==> src/rtl/otk_pkg.sv <==
package otk_pkg;

  // Strobes from the sync control to the time datapath
  typedef struct packed {
    logic fineStep;   // advance the fine count by one
    logic resync;     // tick: zero fine, advance or load coarse
    logic applyLoad;  // with resync: take the queued coarse word
    logic setDesync;  // with the current wrap: raise the flag
  } timeStrobes_t;

  localparam int OFF_CTRL   = 'h00;
  localparam int OFF_LOAD   = 'h04;
  localparam int OFF_COARSE = 'h08;
  localparam int OFF_FINE   = 'h0C;
  localparam int SWRST_BIT  = 1;

endpackage

==> src/rtl/otk_apb_regs.sv <==
module otk_apb_regs
  import otk_pkg::*;
#(
  parameter int ADDR_W   = 8,
  parameter int COARSE_W = 32,
  parameter int FINE_W   = 16
) (
  input  logic                clk,
  input  logic                rstN,
  input  logic                tickIn,
  input  logic                apbSel,
  input  logic                apbEnable,
  input  logic                apbWrite,
  input  logic [ADDR_W-1:0]   apbAddr,
  input  logic [COARSE_W-1:0] apbWdata,
  output logic [COARSE_W-1:0] apbRdata,
  input  logic [COARSE_W-1:0] coarseQ,
  input  logic [FINE_W-1:0]   fineQ,
  output logic                pendValid,
  output logic [COARSE_W-1:0] pendWord,
  output logic                softResetOut
);

  localparam logic [ADDR_W-1:0] A_CTRL   = ADDR_W'(OFF_CTRL);
  localparam logic [ADDR_W-1:0] A_LOAD   = ADDR_W'(OFF_LOAD);
  localparam logic [ADDR_W-1:0] A_COARSE = ADDR_W'(OFF_COARSE);
  localparam logic [ADDR_W-1:0] A_FINE   = ADDR_W'(OFF_FINE);

  logic wrEn, rdEn, wrLoad, wrCtrl;

  assign wrEn   = apbSel && apbEnable && apbWrite;
  assign rdEn   = apbSel && !apbWrite;
  assign wrLoad = wrEn && (apbAddr == A_LOAD);
  assign wrCtrl = wrEn && (apbAddr == A_CTRL);

  always_ff @(posedge clk or negedge rstN) begin
    if (!rstN) begin
      pendValid    <= 1'b0;
      pendWord     <= '0;
      softResetOut <= 1'b0;
    end else begin
      softResetOut <= wrCtrl && apbWdata[SWRST_BIT];
      if (wrLoad) begin
        pendValid <= 1'b1;
        pendWord  <= apbWdata;
      end else if (tickIn) begin
        pendValid <= 1'b0;
      end
    end
  end

  always_comb begin
    apbRdata = '0;
    if (rdEn) begin
      if (apbAddr == A_COARSE)
        apbRdata = coarseQ;
      else if (apbAddr == A_FINE)
        apbRdata = {{(COARSE_W-FINE_W){1'b0}}, fineQ};
    end
  end

  AST_SWRST_ONE_CYCLE: assert property (@(posedge clk) disable iff (!rstN)
    softResetOut |=> !softResetOut);

  AST_TICK_CONSUMES_LOAD: assert property (@(posedge clk) disable iff (!rstN)
    (tickIn && !wrLoad) |=> !pendValid);

endmodule

==> src/rtl/otk_sync_ctrl.sv <==
module otk_sync_ctrl
  import otk_pkg::*;
#(
  parameter int CLK_HZ      = 25_000_000,
  parameter int FINE_W      = 16,
  parameter int DESYNC_SECS = 4
) (
  input  logic         clk,
  input  logic         rstN,
  input  logic         tickIn,
  input  logic         pendValid,
  input  logic         secondDone,
  output timeStrobes_t strobes
);

  localparam int FINE_STEPS = 2 ** FINE_W;
  localparam int ACC_W      = $clog2(2 * CLK_HZ);
  localparam int SEC_W      = $clog2(DESYNC_SECS + 1);
  localparam logic [ACC_W-1:0] STEP_V = ACC_W'(FINE_STEPS);
  localparam logic [ACC_W-1:0] CLK_V  = ACC_W'(CLK_HZ);
  localparam logic [SEC_W-1:0] LIMIT  = SEC_W'(DESYNC_SECS);

  logic [ACC_W-1:0] accQ, accSum;
  logic             stepNow;
  logic [SEC_W-1:0] idleSecs;

  assign accSum  = accQ + STEP_V;
  assign stepNow = (accSum >= CLK_V);

  always_comb begin
    strobes.resync    = tickIn;
    strobes.applyLoad = tickIn && pendValid;
    strobes.fineStep  = stepNow && !tickIn;
    strobes.setDesync = secondDone && (idleSecs == LIMIT - 1'b1);
  end

  always_ff @(posedge clk or negedge rstN) begin
    if (!rstN) begin
      accQ     <= '0;
      idleSecs <= '0;
    end else if (tickIn) begin
      accQ     <= '0;
      idleSecs <= '0;
    end else begin
      accQ <= stepNow ? (accSum - CLK_V) : accSum;
      if (secondDone && (idleSecs < LIMIT))
        idleSecs <= idleSecs + 1'b1;
    end
  end

  AST_IDLE_BOUNDED: assert property (@(posedge clk) disable iff (!rstN)
    idleSecs <= LIMIT);

  AST_ACC_BELOW_CLK: assert property (@(posedge clk) disable iff (!rstN)
    accQ < CLK_V);

  AST_TICK_RESTARTS_DIV: assert property (@(posedge clk) disable iff (!rstN)
    tickIn |=> (accQ == '0) && (idleSecs == '0));

endmodule

==> src/rtl/otk_timebase.sv <==
module otk_timebase
  import otk_pkg::*;
#(
  parameter int COARSE_W = 32,
  parameter int FINE_W   = 16
) (
  input  logic                clk,
  input  logic                rstN,
  input  timeStrobes_t        strobes,
  input  logic [COARSE_W-1:0] loadValue,
  output logic                secondDone,
  output logic [COARSE_W-1:0] coarseQ,
  output logic [FINE_W-1:0]   fineQ
);

  localparam int SEC_BITS = COARSE_W - 1;

  logic [SEC_BITS-1:0] secsNext;

  assign secondDone = strobes.fineStep && (fineQ == '1);
  assign secsNext   = coarseQ[SEC_BITS-1:0] + 1'b1;

  always_ff @(posedge clk or negedge rstN) begin
    if (!rstN) begin
      coarseQ <= '0;
      fineQ   <= '0;
    end else if (strobes.resync) begin
      fineQ   <= '0;
      coarseQ <= strobes.applyLoad ? loadValue : {1'b0, secsNext};
    end else if (strobes.fineStep) begin
      fineQ <= fineQ + 1'b1;
      if (secondDone)
        coarseQ <= {coarseQ[COARSE_W-1] | strobes.setDesync, secsNext};
    end
  end

  AST_COARSE_MOVE_FINE_ZERO: assert property (@(posedge clk) disable iff (!rstN)
    !$stable(coarseQ) |-> (fineQ == '0));

  AST_TICK_ZEROES_FINE: assert property (@(posedge clk) disable iff (!rstN)
    strobes.resync |=> (fineQ == '0));

  AST_TICK_CLEARS_FLAG: assert property (@(posedge clk) disable iff (!rstN)
    (strobes.resync && !strobes.applyLoad) |=> !coarseQ[COARSE_W-1]);

  AST_TIME_MONOTONIC: assert property (@(posedge clk) disable iff (!rstN)
    !$past(strobes.resync) |->
      ({coarseQ[SEC_BITS-1:0], fineQ} >= $past({coarseQ[SEC_BITS-1:0], fineQ})));

endmodule

==> src/rtl/onboard_time_keeper.sv <==
module onboard_time_keeper
  import otk_pkg::*;
#(
  parameter int CLK_HZ      = 25_000_000,
  parameter int FINE_W      = 16,
  parameter int DESYNC_SECS = 4,
  parameter int ADDR_W      = 8
) (
  input  logic              clk,
  input  logic              rstN,
  input  logic              tickIn,
  input  logic              apbSel,
  input  logic              apbEnable,
  input  logic              apbWrite,
  input  logic [ADDR_W-1:0] apbAddr,
  input  logic [31:0]       apbWdata,
  output logic [31:0]       apbRdata,
  output logic [31:0]       timeCoarse,
  output logic [FINE_W-1:0] timeFine,
  output logic              softResetOut
);

  localparam int COARSE_W = 32;

  timeStrobes_t        strobes;
  logic                pendValid;
  logic [COARSE_W-1:0] pendWord;
  logic                secondDone;

  otk_apb_regs #(.ADDR_W(ADDR_W), .COARSE_W(COARSE_W), .FINE_W(FINE_W)) u_regs (
    .clk(clk), .rstN(rstN), .tickIn(tickIn),
    .apbSel(apbSel), .apbEnable(apbEnable), .apbWrite(apbWrite),
    .apbAddr(apbAddr), .apbWdata(apbWdata), .apbRdata(apbRdata),
    .coarseQ(timeCoarse), .fineQ(timeFine),
    .pendValid(pendValid), .pendWord(pendWord), .softResetOut(softResetOut)
  );

  otk_sync_ctrl #(.CLK_HZ(CLK_HZ), .FINE_W(FINE_W), .DESYNC_SECS(DESYNC_SECS)) u_ctrl (
    .clk(clk), .rstN(rstN), .tickIn(tickIn), .pendValid(pendValid),
    .secondDone(secondDone), .strobes(strobes)
  );

  otk_timebase #(.COARSE_W(COARSE_W), .FINE_W(FINE_W)) u_time (
    .clk(clk), .rstN(rstN), .strobes(strobes), .loadValue(pendWord),
    .secondDone(secondDone), .coarseQ(timeCoarse), .fineQ(timeFine)
  );

endmodule

==> config.mk <==
export PLATFORM = sky130hd
export DESIGN_NAME = onboard_time_keeper
export DESIGN_NICKNAME = d
export VERILOG_FILES = /design/src/rtl/otk_pkg.sv /design/src/rtl/otk_apb_regs.sv /design/src/rtl/otk_sync_ctrl.sv /design/src/rtl/otk_timebase.sv /design/src/rtl/onboard_time_keeper.sv
export SDC_FILE = /design/constraint.sdc
export NUM_CORES = 1
export LEC_CHECK = 0
export ABC_CLOCK_PERIOD_IN_PS = 8700
export CORE_UTILIZATION = 54
export DETAILED_ROUTE_END_ITERATION = 16
export PLACE_DENSITY = 0.84
export SLEW_MARGIN = 0
export SYNTH_ARGS = -nofsm -noshare
export SYNTH_HDL_FRONTEND = slang
export SYNTH_HIERARCHICAL = 1
export SYNTH_SLANG_ARGS = --single-unit
==> constraint.sdc <==
create_clock -name clk -period 8.7 [get_ports clk]
set_input_delay 1.305 -clock clk [delete_from_list [all_inputs] [get_ports clk]]
set_output_delay 1.305 -clock clk [all_outputs]
set_load 0.01 [all_outputs]
# After elaboration in Yosys (flattened, before gate mapping)
# Cells that the tools add are included.
# W data, S select, Z words.
# classes
addsub,5
n_reduce_logical,19
n_mul,0
mux,15
n_lt_le_gt_ge,2
bitwise_logic,1
shift,0
eq_ne,5
div,0
# ops
operator,n
$mux W32,6
$mux W26,2
$mux W16,3
$add A31 B1 Y31 const B,1
$add A26 B17 Y26 const B,1
$ge A26 B25 Y1 const B,1
$sub A26 B25 Y26 const B,1
$add A16 B1 Y16 const B,1
$eq A16 B16 Y1 const B,1
$eq A8 B4 Y1 const B,2
$logic_and A1 B1 Y1,11
$eq A8 B3 Y1 const B,1
$logic_not A8 Y1,1
$reduce_bool A2 Y1,4
$mux W3,2
$add A3 B1 Y3 const B,1
$eq A3 B2 Y1 const B,1
$lt A3 B3 Y1 const B,1
$logic_not A1 Y1,2
$mux W1,2
$reduce_and A2 Y1,1
$or A1 B1 Y1,1
# word_totals
mem_count,0
output_inout_bits,81
rom_bits,0
ram_bits,0
ff_bits,111
word_cells,54
in_bits,46
latchBits,0

# Logic depth before layout (Yosys ltp)
# depth
ltp_word,9
mapped_depth,15
ltp_nobuf,12

# Hierarchy
# Netlist, hierarchy kept.
# modules_own_cells
module,area_per_inst_um2,seq_area_each_um2,n_inst,cells_each
otk_timebase,2747.6,1201.2,1,316
otk_apb_regs,1684.1,850.8,1,135
otk_sync_ctrl,1670.4,575.6,1,183

# Worst setup path before layout
# Ideal clock, no wire load.
# synth_path
path_type,input-to-output
startpoint,input apbAddr[5]
endpoint,output apbRdata[10]
path_stages,5
n_path_buf,2
slack_ps,4779
required_time_ps,7395
arrival_time_ps,2616
path_cell_list,or4_4 -> or3_1 -> buf_6 -> buf_6 -> nor2_1
# synth_between
elab_chain_cells,4
word_cells_on_any_way,5
cone_classes,2 x eq/ne; 3 x mux
# synth_lines
element,line_no,rtl
start: declaration,onboard_time_keeper.sv:15,"input logic [ADDR_W-1:0] apbAddr,"
$eq A8 B4 Y1,otk_apb_regs.sv:57,else if (apbAddr == A_FINE)
$mux W16,otk_apb_regs.sv:57,
$mux W32 (*),otk_apb_regs.sv:55,if (apbAddr == A_COARSE)
$mux W32 (*),otk_apb_regs.sv:54,if (rdEn) begin
end: declaration,onboard_time_keeper.sv:17,"output logic [31:0] apbRdata,"
# Mark *: on every way between the ends. The rest lies on a longest branch, timed or not.

# Worst setup path after layout
# layout_path
startpoint,input apbAddr[5]
endpoint,output apbRdata[2]
# Same word-level chain as after synthesis.

==> reports/metrics.cfg <==
[drt]
detail-route-antenna-nets=0
vias_per_cell=6.05
drc=0
totalWireLength_um=16000
routedWlPerCell_um=18.0
via_count=5370
drtIter0Drc=406
drt_pass1_iterations=5

[outcome]
status=complete, no violations

[power_and_ir_drop]
power_w=0.00114
ir_worst_vdd_mv=0.128
p_per_area_nw_per_um2=149
leakagePower_nw=3.21

[logic_synthesis]
yosys_warnings=6
synth_edf_count=0
netlist_area_um2=6100
synth_seq_cells=105
syn_nets=688
syn_inst=634
yosysUniqueCellTypes=73
avgSynthCellArea_um2=9.62
synthArstFlopShare_pct=100
ys.flop_type=dfrtp_1
seq_area_frac_synth_pct=43.1

[timing]
rsz0062_at_grt=no
max_slew_margin_pct=39.2
tns_ns=0
max_freq_mhz=198
setup_slack_ns=3.64
worst_hold_slack_ns=0.509
worstMarginPinSlew_ns=0.909
setup_viol=0
fin_skew_ns=0.0119
slew_violations=0
hold_viol=0
min_period_ns=5.06
period_share_pct=58.2

[die]
dieArea_um2=11700
initial_core_util_pct=55.8
row_count=38
num_io_pins=127
die_h_um=108
die_x_um=108
core_area_um2=10900

[setup_path]
crit_chain=clkdlybuf4s50_1 -> or4_4 -> or3_1 -> nor2_1 -> clkdlybuf4s50_1
cp_data_arrival_time_ns=3.76
cpMostUsedCell=clkdlybuf4s50_1
crit_buf_inv=2
slowest_delay_ns=0.63
cp_slowest_cell=or3_1
critPathKind=in2out
crit_family=simple AND/OR/NAND/NOR gates
end_kind=primary output
crit_fanout=16
start_kind=primary input
required_ns=7.39

[finish]
drive_above_1_share_pct=10.6
mostFrequentLayoutCells=clkdlybuf4s50_1, dfrtp_1, nor2_1
final_common_cell=clkdlybuf4s50_1
nNetsFinal=797
syn2layout_area_growth_pct=26.0
antenna_cells=0

[placement]
place_congestion=0.908
hpwl_um=11300
port_buffers=126
dp_slack_ns=3.64

[global_route]
grt_pass1_vias=5344
grt_max_degree=60
grt_pass1_wl_um=26200
grt_usage_pct=28.7
grt_antenna_before_repair=0
grt_overflow_total=0

[clock_network]
clockBufferDepth=2
cts_sinks=105
clkTransAtPathRegs_ns=0.08
cts_tree=yes
clk-insertion-delay-late_ns=0.34
cts_setup_buffers=0
cts-buffers-inserted=9
clockRootBuffer=clkbuf_16
cts.repair.resized=0
holdBufCountCts=0
htreeDepth=3

[job]
maxCapViolations=0

[worst_hold_path]
hold_path.class=reg2reg

==> state kept, by name, summed over array words and instances, names as in the netlist <==
name,count
u_ctrl/accQ,20
u_time/coarseQ,32
u_ctrl/idleSecs,3
u_regs/softResetOut,1
u_time/fineQ,16
u_regs/pendValid,1
u_regs/pendWord,32
==> worst register-to-register path: cells and delay by family (launching register included) <==
family / cells / cell delay, ns
AND/OR/NAND/NOR: 7 / 1.99
AO/OA/AOI/OAI: 3 / 0.93
flip-flops: 1 / 0.47
adder cells (fa/ha/maj): 1 / 0.36
buffers and inverters: 1 / 0.33
XOR/XNOR: 1 / 0.29
==> layout make-up <==
| cell class | count | area [µm²] |
|---|---|---|
| clock buffers | 10 | 239 |
| flip-flops and latches | 105 | 2630 |
| well taps | 140 | 175 |
| fillers | 842 | 3240 |
| inverters | 17 | 63.8 |
| repair buffers | 135 | 1330 |
| multi-input cells | 475 | 3210 |
| clock inverters | 5 | 46.3 |
==> power by group <==
part	switching (W)	total, W	internal (W)	leakage, nW
clock	0.000187	0.000393	0.000206	0.142
combinational	0.0000879	0.000183	0.0000952	1.66
sequential	0.0000515	0.000566	0.000514	1.41
==> path summary, 6_finish.rpt <==
check	start	to	slack, ns	depth (start not counted)
worst max-delay path	apbAddr[5]	apbRdata[2]	3.64	5
worst min-delay path	u_regs/pendWord[21]	u_regs/pendWord[21]	0.51	1
worst max register to register	u_ctrl/accQ[16]	u_time/coarseQ[20]	4.21	13
worst min register to register	u_regs/pendWord[21]	u_regs/pendWord[21]	0.51	1
max in group asynchronous	rstN	u_ctrl/accQ[13]	6.59	2
min in group asynchronous	rstN	u_ctrl/idleSecs[0]	0.96	1
==> cells in the mapped netlist (all sizes together), types with 17 or more instances <==
cell,n,area [µm²]
a21oi,41,209
and2,26,165
buf,22,141
dfrtp,105,2630
inv,17,63.8
mux2,36,405
mux2i,19,190
nand2,35,134
nand3,21,105
nand4,23,150
nor2,70,270
nor3,17,90.1
o21ai,29,145
==> per-stage QoR <==
stage | area [µm²] | util [%] | instances
after floorplan | 6100 | - | 634
after global placement | 7410 | 67.7 | 872
after detailed placement | 7410 | 67.7 | 872
after CTS | 7690 | 70.3 | 887
after global routing | 7690 | 70.3 | 887
final | 7690 | 70.3 | 887
==> cells by family after synthesis <==
family	Yosys count	synth area share [%]
and+or+nand+nor	250	22.1
AOI/OAI and AO/OA	135	14.9
DFF	105	43.1
muxes	55	9.76
buffers and inverters	54	4.29
xor gates and xnor gates	27	4.31
adders and majority gates	8	1.64
==> metal layers <==
layer | part of all wire [%] | GRT usage [%] | vias to the layer above | wire [µm]
met5 | 0 | 0 | - | 0
met4 | 1.4 | 8.59 | 0 | 219
met3 | 4.7 | 4.28 | 21 | 744
met2 | 52 | 51.3 | 186 | 8370
met1 | 41 | 35.9 | 2640 | 6620
li1 | - | - | 2523 | -
Power figures use the tool's default switching activity.
